File: src/rtl/ring_frame_tx_pkg.sv
package ring_frame_tx_pkg;

  typedef enum logic [3:0] {
    ST_IDLE,
    ST_RD_REQ,
    ST_RD_WAIT,
    ST_CHECK,
    ST_HDR,
    ST_PAY,
    ST_WIDX,
    ST_BELL,
    ST_REJ
  } tx_state_e;

  // Header word as stored little-endian: byte0 = len high, byte1 = len low.
  function automatic logic [31:0] hdr_word(input logic [15:0] len);
    return {16'h0000, len[7:0], len[15:8]};
  endfunction

endpackage

File: src/rtl/ring_frame_space.sv
module ring_frame_space #(
  parameter int RING_BYTES = 64,
  parameter int LEN_W      = 16,
  parameter int PTR_W      = 6
) (
  input  logic [31:0]      rd_idx,
  input  logic [31:0]      wr_idx,
  input  logic [LEN_W-1:0] len,
  output logic             fits,
  output logic [PTR_W-1:0] next_wr
);
  localparam logic [31:0] RING = 32'(RING_BYTES);

  logic [31:0] free_b;
  logic [31:0] frame_b;
  logic [31:0] sum_b;
  logic [31:0] wrap_b;

  always_comb begin
    if (rd_idx > wr_idx) free_b = rd_idx - wr_idx - 32'd1;
    else                 free_b = RING - wr_idx + rd_idx - 32'd1;
    frame_b = 32'd4 + ((32'(len) + 32'd3) & ~32'd3);
    fits    = (frame_b <= free_b);
    sum_b   = wr_idx + frame_b;
    wrap_b  = (sum_b >= RING) ? (sum_b - RING) : sum_b;
    next_wr = wrap_b[PTR_W-1:0];
  end
endmodule

File: src/rtl/ring_frame_packer.sv
module ring_frame_packer #(
  parameter int LEN_W = 16
) (
  input  logic             clk,
  input  logic             rst_n,
  input  logic             load,
  input  logic [LEN_W-1:0] load_len,
  input  logic             en,
  input  logic             in_valid,
  output logic             in_ready,
  input  logic [7:0]       in_data,
  input  logic             drain,
  output logic             word_ready,
  output logic [31:0]      word,
  output logic             done
);
  logic [LEN_W-1:0] rem_q;
  logic [2:0]       cnt_q;
  logic [31:0]      word_q;
  logic             fire;

  assign in_ready   = en && (rem_q != '0) && (cnt_q != 3'd4);
  assign fire       = in_valid && in_ready;
  assign word_ready = (cnt_q == 3'd4) || ((cnt_q != 3'd0) && (rem_q == '0));
  assign done       = (cnt_q == 3'd0) && (rem_q == '0);
  assign word       = word_q;

  always_ff @(posedge clk or negedge rst_n) begin
    if (!rst_n) begin
      rem_q  <= '0;
      cnt_q  <= '0;
      word_q <= '0;
    end else if (load) begin
      rem_q  <= load_len;
      cnt_q  <= '0;
      word_q <= '0;
    end else if (drain) begin
      cnt_q  <= '0;
      word_q <= '0;
    end else if (fire) begin
      rem_q <= rem_q - 1'b1;
      cnt_q <= cnt_q + 3'd1;
      for (int b = 0; b < 4; b++)
        if (cnt_q[1:0] == 2'(b)) word_q[b*8 +: 8] <= in_data;
    end
  end


  ready_has_bytes_chk: assert property (@(posedge clk) disable iff (!rst_n)
    fire |=> (rem_q == $past(rem_q) - 1'b1));
endmodule

File: src/rtl/ring_frame_tx.sv
module ring_frame_tx
  import ring_frame_tx_pkg::*;
#(
  parameter int ADDR_W      = 16,
  parameter int BASE_ADDR   = 0,
  parameter int CACHE_ALIGN = 16,
  parameter int RING_BYTES  = 64,
  parameter int LEN_W       = 16
) (
  input  logic              clk,
  input  logic              rst_n,
  input  logic              msg_start,
  input  logic [LEN_W-1:0]  msg_len,
  input  logic              in_valid,
  output logic              in_ready,
  input  logic [7:0]        in_data,
  output logic              busy,
  output logic              reject,
  output logic              doorbell,
  output logic              mem_req,
  output logic              mem_we,
  output logic [ADDR_W-1:0] mem_addr,
  output logic [31:0]       mem_wdata,
  input  logic              mem_gnt,
  input  logic              mem_rvalid,
  input  logic [31:0]       mem_rdata
);
  localparam int PTR_W    = $clog2(RING_BYTES);
  localparam int WR_OFF   = CACHE_ALIGN;
  localparam int DATA_OFF = 2 * CACHE_ALIGN;
  localparam logic [ADDR_W-1:0] A_RD   = ADDR_W'(BASE_ADDR);
  localparam logic [ADDR_W-1:0] A_WR   = ADDR_W'(BASE_ADDR + WR_OFF);
  localparam logic [ADDR_W-1:0] A_DATA = ADDR_W'(BASE_ADDR + DATA_OFF);

  tx_state_e        state_q;
  logic [PTR_W-1:0] wr_ptr_q;
  logic [PTR_W-1:0] cur_ptr_q;
  logic [PTR_W-1:0] next_q;
  logic [LEN_W-1:0] len_q;
  logic [31:0]      rd_q;

  logic             fits;
  logic [PTR_W-1:0] next_wr;
  logic             pk_load, pk_en, pk_drain;
  logic             pk_word_ready, pk_done;
  logic [31:0]      pk_word;
  logic             granted;

  function automatic logic [PTR_W-1:0] step4(input logic [PTR_W-1:0] p);
    logic [PTR_W:0] s;
    s = {1'b0, p} + (PTR_W+1)'(4);
    return (s == (PTR_W+1)'(RING_BYTES)) ? '0 : s[PTR_W-1:0];
  endfunction

  ring_frame_space #(
    .RING_BYTES(RING_BYTES), .LEN_W(LEN_W), .PTR_W(PTR_W)
  ) u_space (
    .rd_idx (rd_q),
    .wr_idx (32'(wr_ptr_q)),
    .len    (len_q),
    .fits   (fits),
    .next_wr(next_wr)
  );

  assign pk_load  = (state_q == ST_IDLE) && msg_start;
  assign pk_en    = (state_q == ST_PAY) && !pk_word_ready;
  assign granted  = mem_req && mem_gnt;
  assign pk_drain = (state_q == ST_PAY) && granted;

  ring_frame_packer #(.LEN_W(LEN_W)) u_packer (
    .clk       (clk),
    .rst_n     (rst_n),
    .load      (pk_load),
    .load_len  (msg_len),
    .en        (pk_en),
    .in_valid  (in_valid),
    .in_ready  (in_ready),
    .in_data   (in_data),
    .drain     (pk_drain),
    .word_ready(pk_word_ready),
    .word      (pk_word),
    .done      (pk_done)
  );

  always_comb begin
    mem_req   = 1'b0;
    mem_we    = 1'b0;
    mem_addr  = A_RD;
    mem_wdata = '0;
    unique case (state_q)
      ST_RD_REQ: mem_req = 1'b1;
      ST_HDR: begin
        mem_req   = 1'b1;
        mem_we    = 1'b1;
        mem_addr  = A_DATA + ADDR_W'(cur_ptr_q);
        mem_wdata = hdr_word(16'(len_q));
      end
      ST_PAY: begin
        mem_req   = pk_word_ready;
        mem_we    = pk_word_ready;
        mem_addr  = A_DATA + ADDR_W'(cur_ptr_q);
        mem_wdata = pk_word;
      end
      ST_WIDX: begin
        mem_req   = 1'b1;
        mem_we    = 1'b1;
        mem_addr  = A_WR;
        mem_wdata = 32'(cur_ptr_q);
      end
      default: ;
    endcase
  end

  assign busy     = (state_q != ST_IDLE);
  assign doorbell = (state_q == ST_BELL);
  assign reject   = (state_q == ST_REJ);

  always_ff @(posedge clk or negedge rst_n) begin
    if (!rst_n) begin
      state_q   <= ST_IDLE;
      wr_ptr_q  <= '0;
      cur_ptr_q <= '0;
      next_q    <= '0;
      len_q     <= '0;
      rd_q      <= '0;
    end else begin
      unique case (state_q)
        ST_IDLE: if (msg_start) begin
          len_q   <= msg_len;
          state_q <= ST_RD_REQ;
        end
        ST_RD_REQ: if (mem_gnt) state_q <= ST_RD_WAIT;
        ST_RD_WAIT: if (mem_rvalid) begin
          rd_q    <= mem_rdata;
          state_q <= ST_CHECK;
        end
        ST_CHECK: begin
          cur_ptr_q <= wr_ptr_q;
          next_q    <= next_wr;
          state_q   <= fits ? ST_HDR : ST_REJ;
        end
        ST_HDR: if (mem_gnt) begin
          cur_ptr_q <= step4(cur_ptr_q);
          state_q   <= ST_PAY;
        end
        ST_PAY: begin
          if (pk_done) state_q <= ST_WIDX;
          else if (granted) cur_ptr_q <= step4(cur_ptr_q);
        end
        ST_WIDX: if (mem_gnt) begin
          wr_ptr_q <= cur_ptr_q;
          state_q  <= ST_BELL;
        end
        ST_BELL: state_q <= ST_IDLE;
        ST_REJ:  state_q <= ST_IDLE;
        default: state_q <= ST_IDLE;
      endcase
    end
  end


  req_hold_chk: assert property (@(posedge clk) disable iff (!rst_n)
    (mem_req && !mem_gnt) |=> (mem_req && $stable(mem_addr) && $stable(mem_we)
                               && $stable(mem_wdata)));


  bell_single_chk: assert property (@(posedge clk) disable iff (!rst_n)
    doorbell |=> !doorbell);


  bell_after_widx_chk: assert property (@(posedge clk) disable iff (!rst_n)
    doorbell |-> $past(mem_req && mem_gnt && mem_we && (mem_addr == A_WR)));


  widx_value_chk: assert property (@(posedge clk) disable iff (!rst_n)
    (mem_req && mem_we && (mem_addr == A_WR)) |-> (mem_wdata == 32'(next_q)));


  busy_clear_chk: assert property (@(posedge clk) disable iff (!rst_n)
    (doorbell || reject) |=> !busy);


  ready_busy_chk: assert property (@(posedge clk) disable iff (!rst_n)
    in_ready |-> busy);


  reject_quiet_chk: assert property (@(posedge clk) disable iff (!rst_n)
    reject |-> !$past(mem_req && mem_we));
endmodule

File: config.mk
export PLATFORM = sky130hd
export DESIGN_NAME = ring_frame_tx
export DESIGN_NICKNAME = d
export VERILOG_FILES = /design/src/rtl/ring_frame_tx_pkg.sv /design/src/rtl/ring_frame_space.sv /design/src/rtl/ring_frame_packer.sv /design/src/rtl/ring_frame_tx.sv
export SDC_FILE = /design/constraint.sdc
export NUM_CORES = 1
export LEC_CHECK = 0
export BUFFER_PORTS_ARGS = -buffer_cell sky130_fd_sc_hd__buf_2
export CAP_MARGIN = 20
export CORE_ASPECT_RATIO = 1.5
export CORE_MARGIN = 3
export CORE_UTILIZATION = 60
export DETAILED_ROUTE_END_ITERATION = 10
export GPL_ROUTABILITY_DRIVEN = 0
export PLACE_DENSITY = 0.9
export SETUP_SLACK_MARGIN = 0.1
export SLEW_MARGIN = 20
export SYNTH_ARGS = -nofsm -noshare
export SYNTH_HDL_FRONTEND = slang
export SYNTH_SLANG_ARGS = --single-unit
File: constraint.sdc
create_clock -name clk -period 5.9 [get_ports clk]
set_input_delay 1.18 -clock clk [delete_from_list [all_inputs] [get_ports clk]]
set_output_delay 1.18 -clock clk [all_outputs]
set_load 0.01 [all_outputs]
---- Yosys cells after proc, flatten, opt, wreduce, memory -nomap -nowiden ----
Cells that the tools add are included.
operators by class
  add/subtract/negate cells ............... 11
  order comparisons ....................... 2
  eq/ne operators ......................... 23
  muxes and demuxes ....................... 31
  reductions and logical operators ........ 38
operators with widths
  operator                 count
  $mux W32                 4
  $pmux W32 S3             1
  $sub A32 B1 Y32 const B  2
  $mux W16                 3
  $add A3 B32 Y32 const A  1
  $add A32 B32 Y32         1
  $gt A32 B6 Y1            1
  $le A32 B32 Y1           1
  $mux W8                  4
  $sub A32 B6 Y32          1
  $mux W4                  7
  $pmux W4 S7              1
  $mux W6                  4
  $reduce_bool A3 Y1       7
  $ne A2 B2 Y1 const B     9
  $pmux W6 S3              1
  $add A16 B2 Y17 const B  1
  $eq A4 B3 Y1 const B     4
  $logic_not A16 Y1        1
  $reduce_and A2 Y1        8
  $reduce_bool A16 Y1      1
  $sub A16 B1 Y16 const B  1
  $pmux W7 S2              1
  $logic_and A1 B1 Y1      9
  other kinds (25)         31
storage, ports and cells
  register bits after elaboration ......... 115
  output and inout bits ................... 54

---- Depth between registers and ports, before layout ----
Gate-level depths: netlist of run 1.
  depth in word-level cells ............... 11
  depth in mapped cells ................... 26

---- Cells and area by module ----
From an unflattened synthesis of run 1, not the netlist that was laid out.
unflattened totals
  cell total of the unflattened synthesis .. 1229
  area total of the unflattened synthesis .. 11080.6 um^2
by module, submodules not included
  module             instances  cells an instance  area each (um^2)  seq. area each (um^2)
  ring_frame_space   1          697                5131.2            0.0
  ring_frame_tx      1          267                3209.3            1601.5
  ring_frame_packer  1          265                2740.1            1276.2

---- Worst setup path after synthesis of run 1 ----
OpenSTA, ideal clock, no wires.
  kind .................................... reg-to-reg
  from .................................... register wr_ptr_q[0]
  to ...................................... register state_q[2]
  library setup time ...................... 0.126 ns
  arrival ................................. 4.349 ns
  data required time ...................... 5.774 ns
  slack ................................... 1.425 ns
  cell stages (with the launch flop) ...... 26
  path buffers ............................ 0
  cell sequence ........................... dfrtp_1 -> inv_1 -> ha_1 -> inv_1 -> ha_1 -> inv_1 -> ha_1 -> fa_1 -> a21o_1 -> a221oi_2 -> nor2b_1 -> nor2_1 -> o21bai_1 -> a21o_1 -> a21oi_1 -> xnor2_1 -> nand2_1 -> o21ai_0 -> ha_1 -> nand4_1 -> or3_1 -> o2111ai_1 -> o21ai_0 -> a21oi_1 -> nand3_1 -> a221o_1
between the ends
  cells in the longest elaborated chain, start to end .. 7
  elaborated cells on any way between the ends .. 10
  those cells by class .................... 5 x add/sub; 2 x order compare; 3 x mux
ends and longest elaborated chain
  item                      line                    text
  start: declaration        ring_frame_tx.sv:36     logic [PTR_W-1:0] wr_ptr_q;
  start signal: assignment  ring_frame_tx.sv:151    wr_ptr_q <= cur_ptr_q;
  $sub A7 B6 Y8             ring_frame_space.sv:21  else free_b = RING - wr_idx + rd_idx - 32'd1;
  $add A32 B32 Y32          ring_frame_space.sv:21
  $sub A32 B1 Y32           ring_frame_space.sv:21
  $mux W32 *                ring_frame_space.sv:20  if (rd_idx > wr_idx) free_b = rd_idx - wr_idx - 32'd1;
  $le A32 B32 Y1 *          ring_frame_space.sv:23  fits = (frame_b <= free_b);
  $mux W4 *                 ring_frame_tx.sv:140    state_q <= fits ? ST_HDR : ST_REJ;
  $pmux W4 S7 *             ring_frame_tx.sv:127    unique case (state_q)
  end signal: assignment    ring_frame_tx.sv:140
  end: declaration          ring_frame_tx.sv:35     tx_state_e state_q;
Every way passes the cells marked *; elsewhere a longest branch is shown, timed or not.
A chain may end at the register's enable or synchronous reset.

---- Worst setup path in the final report of run 1 ----
Same ends and word-level chain as after synthesis.

==> summary.md, run 1 <==
| Metric | Value |
|---|---|
| Worst Clk Skew | `0.0155 ns` |
| Relative slew slack | `0.285` |
| Footprint of the multi-input gates | `6240 um2` |
| Final-layout fill cell count | `1240` |
| CP startpoint | `wr_ptr_q[0]$_DFFE_PN0P_` |
| WL per Instance | `18.8 um` |
| Critical-path top delay cell | `dfrtp_1` |
| Clock Sinks | `115` |
| Mux contribution to synthesized area | `0.0578` |
| CTS root buffer | `clkbuf_16` |
| Top_reg_cell synth | `dfrtp_1` |
| Postcts setup bufs | `0` |
| Setup_tns | `0 ns` |
| Post-CTS sizing | `0` |
| Tmin final | `5.20 ns` |
| Count of final setup violators | `0` |
| Clock Latency Late Sink | `0.44 ns` |
| Synth Area in XOR/XNOR | `0.0679` |
| Drt first pass iters | `9` |
| Area Growth Syn to Fin | `12.2%` |
| First-pass GRT wire length | `44800 um` |
| Final period utilization | `0.881` |
| Vias post-DR | `9388` |
| Largest net degree at the start of global routing | `67` |
| Dpl hpwl | `20300 um` |
| Post-CTS Hold Fix Bufs | `0` |
| Synth Area in Compound Gates | `0.173` |
| Crit path launch type | `register` |
| Max incr delay on CP | `0.42 ns` |
| GRT Max-Usage Layer | `met2` |
| CTS Buf Count | `17` |
| Commonest non-fill, non-tap cell in the layout | `nand2_1` |
| Diode count | `0` |
| Area of the mapped netlist | `9670 um2` |
| Ys async rst share | `1.00` |
| CP endpoint kind | `register` |
| Starting DRT DRC Count | `628` |
| Commonest cells after routing, fill and taps aside | `nand2_1 (132), dfrtp_1 (115), buf_2 (105)` |
| Initial antenna violation count | `0` |
| Status | `finished with violations` |
| DIE AREA | `17700 um2` |
| Post-Synth Adder-Cell Area | `0.131` |
| # rows | `56` |
| Syn Area/Cell | `8.26 um2` |
| Simple logic cell fraction of the synthesized area | `0.212` |
| Fin nets | `1415` |
| CTS tree | `done` |
| Chip height | `161 um` |
| Grt met3 use | `0.0632` |
| Hold Vio Cnt, Final | `0` |
| Input/output buffers | `106` |
| Yosys synthesis warning count | `0` |
| Main combinational cell family by area after synthesis | `simple AND/OR/NAND/NOR gates` |
| Max clock buf depth | `2` |
| Core area | `15700 um2` |
| Hold WS | `0.520 ns` |
| Worst-path cell chain | `nor3_1 > nand3_1 > xnor2_1 > ha_1 > inv_1 > ha_1 > a21o_1 > a31o_1 > o21ai_1 > o21ai_1 > a21oi_1 > o21bai_1 > xnor2_1 > a21oi_1 > ha_1 > nand4_1 > nor4_1 > nor4_1 > o2111ai_1 > o21ai_0 > a21oi_1 > nand3_1 > a221o_1` |
| Boundary Pins | `116` |
| Share of cells above drive strength 1 | `0.158` |
| Max Cap Violations | `0` |
| Final WL | `27700 um` |
| Met2 Usage GRT | `0.559` |
| Worst EP arrival | `5.52 ns` |
| Unique masters post-synth | `72` |
| FF/Latch Area | `2880 um2` |
| Fin worst setup slack | `0.703 ns` |
| Starting Density | `0.616` |
| Number of synthesized flops with an enable pin | `0` |
| Pre-CTS worst setup slack | `0.865 ns` |
| Seq/Total Area, Yosys | `0.298` |
| Die W | `110 um` |
| GR met1 Demand/Resource | `0.330` |
| Yosys reg bits | `115` |
| Worst hold path startpoint | `u_packer.word[25]$_DFFE_PN0P_` |
| Worst-Margin Slew | `1.06 ns` |
| Min-Delay Path Class | `reg2reg` |
| Final antenna-violating net count | `0` |
| H-tree depth | `4` |
| RSZ-0062 raised after global routing | `no` |
| Slew Limit Fails | `0` |
| R2r startpoint | `wr_ptr_q[0]$_DFFE_PN0P_` |
| Failing checks | `DRC` |
| Number of global-route vias before repair | `9523` |
| Syn Inst Count | `1170` |
| CP max FO | `5` |
| Total Routing Usage GR | `0.320` |
| Total grt overflow | `0` |
| DRC errors left | `1` |
| Critical path class | `reg2reg` |
| Clk pin slew, worst setup/hold paths | `0.07 ns` |
| FMAX | `192 MHz` |
| Vias per cell | `6.39` |
| Required @ worst endpoint | `6.23 ns` |
-- flip-flops by register name, summed over array words and instances (netlist names) --
name / flops
cur_ptr_q: 6
len_q: 16
rd_q: 32
state_q: 4
u_packer.cnt_q: 3
u_packer.rem_q: 16
u_packer.word: 32
wr_ptr_q: 6
-- cell type report --
type,count,area share
Clock buffer,17,0.0392
Clock inverter,15,0.0134
Inverter,88,0.0305
Multi-Input combinational cell,921,0.576
Sequential cell,115,0.265
Tap cell,203,0.0234
Timing Repair Buffer,111,0.0526
-- cell usage after synthesis, types with 5 or more instances --
master | number | area [um2]
inv_1 | 80 | 300
buf_4 | 9 | 67.6
dfrtp_1 | 115 | 2880
and3_1 | 30 | 188
clkbuf_1 | 28 | 105
a22o_1 | 12 | 105
nand2_1 | 132 | 495
nor2b_1 | 14 | 87.6
a31oi_1 | 8 | 50.1
o21ai_0 | 41 | 205
nor4_1 | 20 | 125
o211ai_1 | 8 | 60.1
buf_2 | 10 | 50.1
xnor2_1 | 60 | 526
mux2_2 | 39 | 439
buf_1 | 8 | 30.0
o31ai_1 | 15 | 113
mux2i_1 | 12 | 120
nor3_1 | 17 | 85.1
a21o_1 | 13 | 97.6
a211oi_1 | 6 | 45.0
nand4_1 | 20 | 125
inv_2 | 8 | 30.0
ha_1 | 97 | 1210
nand2b_1 | 8 | 50.1
a21oi_1 | 99 | 495
xor2_1 | 15 | 131
o21a_1 | 8 | 60.1
o22ai_1 | 5 | 31.3
nor2_1 | 76 | 285
o21ai_1 | 16 | 80.1
nand3_1 | 60 | 300
or3_1 | 8 | 50.1
-- worst paths after layout --
| kind | endpoint | slack, ns | cells after the start |
|---|---|---|---|
| worst min register to register | u_packer.word[25]$_DFFE_PN0P_ | 0.52 | 2 |
| worst max-delay path | state_q[2]$_DFFE_PN0P_ | 0.70 | 23 |
| min in group asynchronous | u_packer.word[25]$_DFFE_PN0P_ | 0.82 | 1 |
| worst min-delay path | u_packer.word[25]$_DFFE_PN0P_ | 0.52 | 2 |
| max in group asynchronous | rd_q[17]$_DFFE_PN0P_ | 3.91 | 2 |
| worst max register to register | state_q[2]$_DFFE_PN0P_ | 0.70 | 23 |
-- worst max-delay path: cells and delay by family (launching register included) --
family | cells | cell delay (ns)
AOI/OAI and AO/OA | 11 | 2.09
and+or+nand+nor | 6 | 1.26
adders and majority gates | 3 | 0.95
DFF | 1 | 0.42
xor gates and xnor gates | 2 | 0.32
buffers and inverters | 1 | 0.05
-- per-layer routing --
metal / wire (um) / share of wire / up-vias
met5: 0 / 0 / -
met4: 2200 / 0.080 / 0
met3: 1780 / 0.064 / 193
met2: 14300 / 0.51 / 538
li1: - / - / 4301
met1: 9470 / 0.34 / 4356
-- per-stage QoR --
| stage | cell area [um2] | std cells | utilization |
|---|---|---|---|
| final | 10800 | 1470 | 0.691 |
| after global routing | 10800 | 1470 | 0.691 |
| after CTS | 10800 | 1470 | 0.691 |
| after detailed placement | 10300 | 1438 | 0.655 |
| after global placement | 10300 | 1438 | 0.655 |
| after floorplan | 9700 | 1179 | - |
-- logic make-up (layout without fill, tap and decap cells) --
kind of cell,after synthesis,after routing
AND/OR/NAND/NOR,417,417
multiplexers,51,51
adder cells (fa/ha/maj),100,100
XOR/XNOR,75,75
buffers and inverters,143,231
flip-flops,115,115
AO/OA/AOI/OAI,268,268
other,1,10
Power of run 1 is left out: the tool's default activity adds up to more than one toggle a clock period on the data nets, which glitch-free logic cannot reach.
==> run 2, diff against run 1 <==
--- a/config.mk
+++ b/config.mk
@@ -5,14 +5,14 @@
 export SDC_FILE = /design/constraint.sdc
 export NUM_CORES = 1
 export LEC_CHECK = 0
-export BUFFER_PORTS_ARGS = -buffer_cell sky130_fd_sc_hd__buf_2
 export CAP_MARGIN = 20
 export CORE_ASPECT_RATIO = 1.5
 export CORE_MARGIN = 3
-export CORE_UTILIZATION = 60
+export CORE_UTILIZATION = 30
 export DETAILED_ROUTE_END_ITERATION = 10
+export DONT_BUFFER_PORTS = 1
 export GPL_ROUTABILITY_DRIVEN = 0
-export PLACE_DENSITY = 0.9
+export PLACE_DENSITY = 0.52
 export SETUP_SLACK_MARGIN = 0.1
 export SLEW_MARGIN = 20
 export SYNTH_ARGS = -nofsm -noshare
==> run 2 against run 1 <==
Critical path depth increased by 2. Routed wire length is 9.2% higher. Design area is 2.7% lower. Critical path type unchanged. Register-to-register slack improved by 0.08 ns. Highest routed layer unchanged. Sequential cell count is the same. Critical endpoint unchanged. Core utilization decreased by 36 points. The flow now finishes without violations. Setup slack improved by 0.082 ns. Sequential share of layout area grew 0.73 points. Via count decreased by 11%. Fmax increased by 1.6%. First-iteration DRC count fell by 18%. Clock-buffer cell count stayed put.
==> summary.md, run 2 (synthesized netlist as in run 1, its figures left out) <==
| Metric | Value |
|---|---|
| Part of the power in the clock network | `0.126` |
| Input/output buffers | `0` |
| Worst-Margin Slew | `1.12 ns` |
| Critical path class | `reg2reg` |
| Clock Sinks | `115` |
| Fin nets | `1310` |
| CTS root buffer | `clkbuf_16` |
| Commonest cells after routing, fill and taps aside | `nand2_1 (132), dfrtp_1 (115), a21oi_1 (99)` |
| Chip height | `226 um` |
| DRC errors left | `0` |
| Post-CTS Hold Fix Bufs | `0` |
| First-pass GRT wire length | `47500 um` |
| Total grt overflow | `0` |
| R2r startpoint | `wr_ptr_q[0]$_DFFE_PN0P_` |
| Commonest non-fill, non-tap cell in the layout | `nand2_1` |
| Flop pwr share | `0.199` |
| Share of cells above drive strength 1 | `0.0826` |
| Starting Density | `0.308` |
| WL per Instance | `19.3 um` |
| Area Growth Syn to Fin | `9.17%` |
| Vias per cell | `5.36` |
| Tmin final | `5.11 ns` |
| H-tree depth | `4` |
| Initial antenna violation count | `0` |
| Worst Clk Skew | `0.0104 ns` |
| Relative slew slack | `0.251` |
| Final WL | `30300 um` |
| Tot Pwr | `7740 uW` |
| Pleak | `0.00465 uW` |
| Hold WS | `0.443 ns` |
| Largest net degree at the start of global routing | `116` |
| Reg2reg setup slack | `0.79 ns` |
| CTS Buf Count | `17` |
| Peak supply drop | `0.275 mV` |
| R2R depth | `25` |
| Switch share | `0.516` |
| Final core utilization | `0.336` |
| DIE AREA | `34500 um2` |
| CTS tree | `done` |
| Slew Limit Fails | `0` |
| Max clock buf depth | `2` |
| Final period utilization | `0.867` |
| Vias post-DR | `8400` |
| Drt first pass iters | `7` |
| Min-Delay Path Class | `in2async` |
| FMAX | `196 MHz` |
| Postcts setup bufs | `0` |
| Reg-to-reg endpoint | `state_q[2]$_DFFE_PN0P_` |
| Clock Latency Late Sink | `0.43 ns` |
| RSZ-0062 raised after global routing | `no` |
| Dpl hpwl | `23600 um` |
| Die W | `153 um` |
| Logic pwr share | `0.675` |
| Max Cap Violations | `0` |
| Diode count | `0` |
| Final antenna-violating net count | `0` |
| Int Pwr | `3750 uW` |
| CP max FO | `5` |
| CP endpoint kind | `register` |
| Boundary Pins | `116` |
| Count of final setup violators | `0` |
| Hold Vio Cnt, Final | `0` |
| Required @ worst endpoint | `6.21 ns` |
| Status | `finished, final reports clean` |
| PD cells | `733 nW/um2` |
| # rows | `79` |
| Core area | `31400 um2` |
| Starting DRT DRC Count | `515` |
| Number of global-route vias before repair | `8681` |
| Sw Pwr | `3990 uW` |
| Crit path launch type | `register` |
| Fin worst setup slack | `0.785 ns` |
| Pre-CTS worst setup slack | `0.818 ns` |
| Total Routing Usage GR | `0.173` |
| Post-CTS sizing | `0` |
| Clk pin slew, worst setup/hold paths | `0.06 ns` |
| Setup_tns | `0 ns` |
| Worst EP arrival | `5.43 ns` |
==> run 2: cell types whose count changed in the layout (fill, tap and decap cells not counted), sizes merged <==
cell / delta
buf: -105
clkinvlp: +3
inv: -1
bufinv: -1
clkinv: -1
==> run 2: worst max-delay path, cell delays in order (launching register included) <==
cell       delay, ns
dfrtp_1         0.42
inv_1           0.11
ha_1            0.29
inv_1           0.04
ha_1            0.25
inv_1           0.04
ha_1            0.21
fa_1            0.41
a21o_1          0.22
a221oi_2        0.41
nor2b_1         0.11
nor2_1          0.12
o21bai_1        0.10
a21o_1          0.19
a21oi_1         0.16
xnor2_1         0.08
nand2_1         0.06
o21ai_0         0.09
ha_1            0.31
nand4_1         0.15
or3_1           0.39
o2111ai_1       0.08
o21ai_0         0.12
a21oi_1         0.15
nand3_1         0.12
a221o_1         0.35
==> run 2: per-stage QoR <==
stage,area [um2],instances
6_report,10600,1567
5_1_grt,10600,1567
4_1_cts,10600,1567
3_3_place_gp,10000,1535
3_5_place_dp,10000,1535
2_1_floorplan,9700,1179
==> run 2: layer usage <==
layer	track usage	part of all wire	vias to the layer above
met5	0	0	-
met4	0.0653	0.029	0
met3	0.0357	0.044	43
met2	0.335	0.55	194
met1	0.182	0.38	4077
li1	-	-	4086
==> run 2: layout make-up <==
class | instances | area, um2
multi-input combinational | 921 | 6250
clock buffer | 17 | 425
timing repair buffer | 6 | 45.0
fill | 3412 | 20900
tap | 405 | 507
sequential | 115 | 2880
inverter | 88 | 330
clock inverter | 15 | 121
==> run 2: how the worst max path moves through the flow <==
| stage | endpoint | startpoint | cells after the start | slack, ns |
|---|---|---|---|---|
| detailed placement | state_q[2]$_DFFE_PN0P_ | wr_ptr_q[0]$_DFFE_PN0P_ | 25 | 0.82 |
| finish | state_q[2]$_DFFE_PN0P_ | wr_ptr_q[0]$_DFFE_PN0P_ | 25 | 0.79 |
| global placement | state_q[2]$_DFFE_PN0P_ | wr_ptr_q[0]$_DFFE_PN0P_ | 25 | 1.03 |
| global route | state_q[2]$_DFFE_PN0P_ | wr_ptr_q[0]$_DFFE_PN0P_ | 25 | 0.30 |
| CTS | state_q[2]$_DFFE_PN0P_ | wr_ptr_q[0]$_DFFE_PN0P_ | 25 | 0.79 |
| floorplan | state_q[2]$_DFFE_PN0P_ | wr_ptr_q[0]$_DFFE_PN0P_ | 25 | 1.43 |
==> run 2: power by group through the flow <==
stage	Sequential (uW)	Clock [uW]	Combinational, uW
2_1_floorplan	1350	0	4040
3_3_place_gp	1550	0	5140
3_5_place_dp	1560	0	5160
4_1_cts	1550	1000	5210
5_1_grt	1600	1030	5810
6_report	1540	974	5220
No activity file was read; power rests on OpenSTA's default activity.
==> run 3, diff against run 2 <==
--- a/config.mk
+++ b/config.mk
@@ -17,4 +17,5 @@
 export SLEW_MARGIN = 20
 export SYNTH_ARGS = -nofsm -noshare
 export SYNTH_HDL_FRONTEND = slang
+export SYNTH_HIERARCHICAL = 1
 export SYNTH_SLANG_ARGS = --single-unit
==> run 3 against run 2 <==
Final cell count grew 10%. Sequential cell count is the same. Register-to-register slack gained 0.06 ns. Setup slack gained 0.065 ns. Routed wire length grew 7.4%. Clock skew shrank 0.0030 ns. Critical path type unchanged. Sequential power is essentially flat. Combinational power shrank 10%. Via count grew 6.4%.
==> summary.md, run 3 <==
| Metric | Value |
|---|---|
| Syn Area/Cell | `9.01 um2` |
| Share of cells above drive strength 1 | `0.119` |
| Switch share | `0.491` |
| DIE AREA | `38900 um2` |
| Final antenna-violating net count | `0` |
| Tmin final | `5.05 ns` |
| Starting Density | `0.305` |
| Worst EP arrival | `5.34 ns` |
| Max Cap Violations | `0` |
| CP endpoint kind | `register` |
| Required @ worst endpoint | `6.19 ns` |
| Vias per cell | `5.17` |
| Flop pwr share | `0.210` |
| CTS root buffer | `clkbuf_16` |
| Critical path class | `reg2reg` |
| Post-CTS sizing | `0` |
| Core area | `35900 um2` |
| Peak supply drop | `0.175 mV` |
| FMAX | `198 MHz` |
| Total grt overflow | `0` |
| Part of the power in the clock network | `0.143` |
| Max incr delay on CP | `0.67 ns` |
| Input/output buffers | `0` |
| Largest net degree at the start of global routing | `116` |
| Chip height | `240 um` |
| Critical-path top delay cell | `o21ai_2` |
| Die W | `162 um` |
| Worst-Margin Slew | `0.845 ns` |
| Yosys synthesis warning count | `6` |
| Final WL | `32500 um` |
| Crit-path leading delay family | `compound AO/OA/AOI/OAI gates` |
| # rows | `85` |
| Initial antenna violation count | `1` |
| PD cells | `599 nW/um2` |
| Clock Latency Late Sink | `0.44 ns` |
| Setup_tns | `0 ns` |
| Commonest cells after routing, fill and taps aside | `nand2_1 (129), dfrtp_1 (115), inv_1 (97)` |
| Area of the mapped netlist | `11000 um2` |
| H-tree depth | `4` |
| Max clock buf depth | `2` |
| WL per Instance | `18.8 um` |
| Worst Clk Skew | `0.00740 ns` |
| Dpl hpwl | `25500 um` |
| Sw Pwr | `3550 uW` |
| Slew Limit Fails | `0` |
| Logic pwr share | `0.647` |
| RSZ-0062 raised after global routing | `no` |
| Worst-path cell chain | `ha_1 > fa_1 > a311oi_1 > o31ai_1 > a21o_1 > o21ai_2 > o21ai_0 > ha_1 > a21o_1 > a21o_1 > a21oi_1 > o211ai_1 > a21oi_1 > a211oi_1 > o211ai_1 > a2111oi_2 > o2111ai_1 > nand4_1 > a21oi_1` |
| Post-CTS Hold Fix Bufs | `0` |
| Crit path launch type | `register` |
| Count of final setup violators | `0` |
| Boundary Pins | `116` |
| Pleak | `0.00536 uW` |
| Vias post-DR | `8938` |
| First-pass GRT wire length | `51200 um` |
| Clock Sinks | `115` |
| Int Pwr | `3690 uW` |
| Relative slew slack | `0.434` |
| Drt first pass iters | `5` |
| CTS tree | `done` |
| Crit path buffers/inverters | `0` |
| Min-Delay Path Class | `in2async` |
| Hold WS | `0.454 ns` |
| Hold Vio Cnt, Final | `0` |
| Syn Inst Count | `1218` |
| Final period utilization | `0.856` |
| Clk pin slew, worst setup/hold paths | `0.06 ns` |
| Commonest non-fill, non-tap cell in the layout | `nand2_1` |
| DRC errors left | `0` |
| Starting DRT DRC Count | `504` |
| Placement Cell Area | `11500 um2` |
| CP max FO | `23` |
| Post-route cell area | `12100 um2` |
| Number of global-route vias before repair | `9189` |
| Status | `finished, final reports clean` |
| Postcts setup bufs | `0` |
| CTS Buf Count | `17` |
| Fin nets | `1419` |
| Total Routing Usage GR | `0.169` |
| Area Growth Syn to Fin | `10.2%` |
## run 3: cell count changes in the layout (fill, tap and decap cells not counted), sizes merged, moves of 18 or more
cell | previous run | this run
mux2i | 12 | 46
xnor2 | 60 | 38
conb | 10 | 46
nand3 | 60 | 34
fa | 2 | 31
a21oi | 99 | 58
mux2 | 39 | 59
and2 | 4 | 26
and3 | 30 | 12
## run 3: stage by stage
step	setup WS (ns)	power, uW	cells	utilization
after detailed placement	0.815	6180	1696	0.320
after global placement	0.959	6140	1696	0.320
after floorplan	1.66	5060	1262	-
after CTS	0.800	7280	1727	0.336
final	0.850	7240	1729	0.336
after global routing	0.341	7930	1728	0.336
## run 3: worst paths after layout
check / startpoint / to / slack, ns / cells past startpoint
setup / recovery: rd_q[28]$_DFFE_PN0P_ / state_q[2]$_DFFE_PN0P_ / 0.85 / 19
hold / removal: rst_n / rd_q[22]$_DFFE_PN0P_ / 0.45 / 0
setup reg to reg: rd_q[28]$_DFFE_PN0P_ / state_q[2]$_DFFE_PN0P_ / 0.85 / 19
hold reg to reg: rd_q[7]$_DFFE_PN0P_ / rd_q[7]$_DFFE_PN0P_ / 0.51 / 1
max in group asynchronous: rst_n / rd_q[21]$_DFFE_PN0P_ / 5.15 / 0
min in group clk: rd_q[7]$_DFFE_PN0P_ / rd_q[7]$_DFFE_PN0P_ / 0.51 / 1
## run 3: layout make-up
cell class	count	area, um2
inverter	100	375
clock buffer	20	447
timing repair buffer	6	57.6
tap	478	598
antenna	1	2.50
clock inverter	11	130
multi-input combinational	998	7600
fill	3822	23900
sequential	115	2880
## run 3: per-layer routing
metal,vias to the layer above,global-route usage,routed length [um],part of all wire
li1,4313,-,-,-
met1,4354,0.172,11900,0.36
met2,208,0.326,18000,0.56
met3,63,0.0381,1450,0.045
met4,0,0.0742,1150,0.035
met5,-,0,0,0
## run 3: power by group through the flow
stage	registers, uW	clock network [uW]	logic, uW
after floorplan	1360	0	3700
after global placement	1530	0	4620
after detailed placement	1530	0	4650
after CTS	1520	1070	4690
after global routing	1580	1100	5250
final	1520	1040	4680
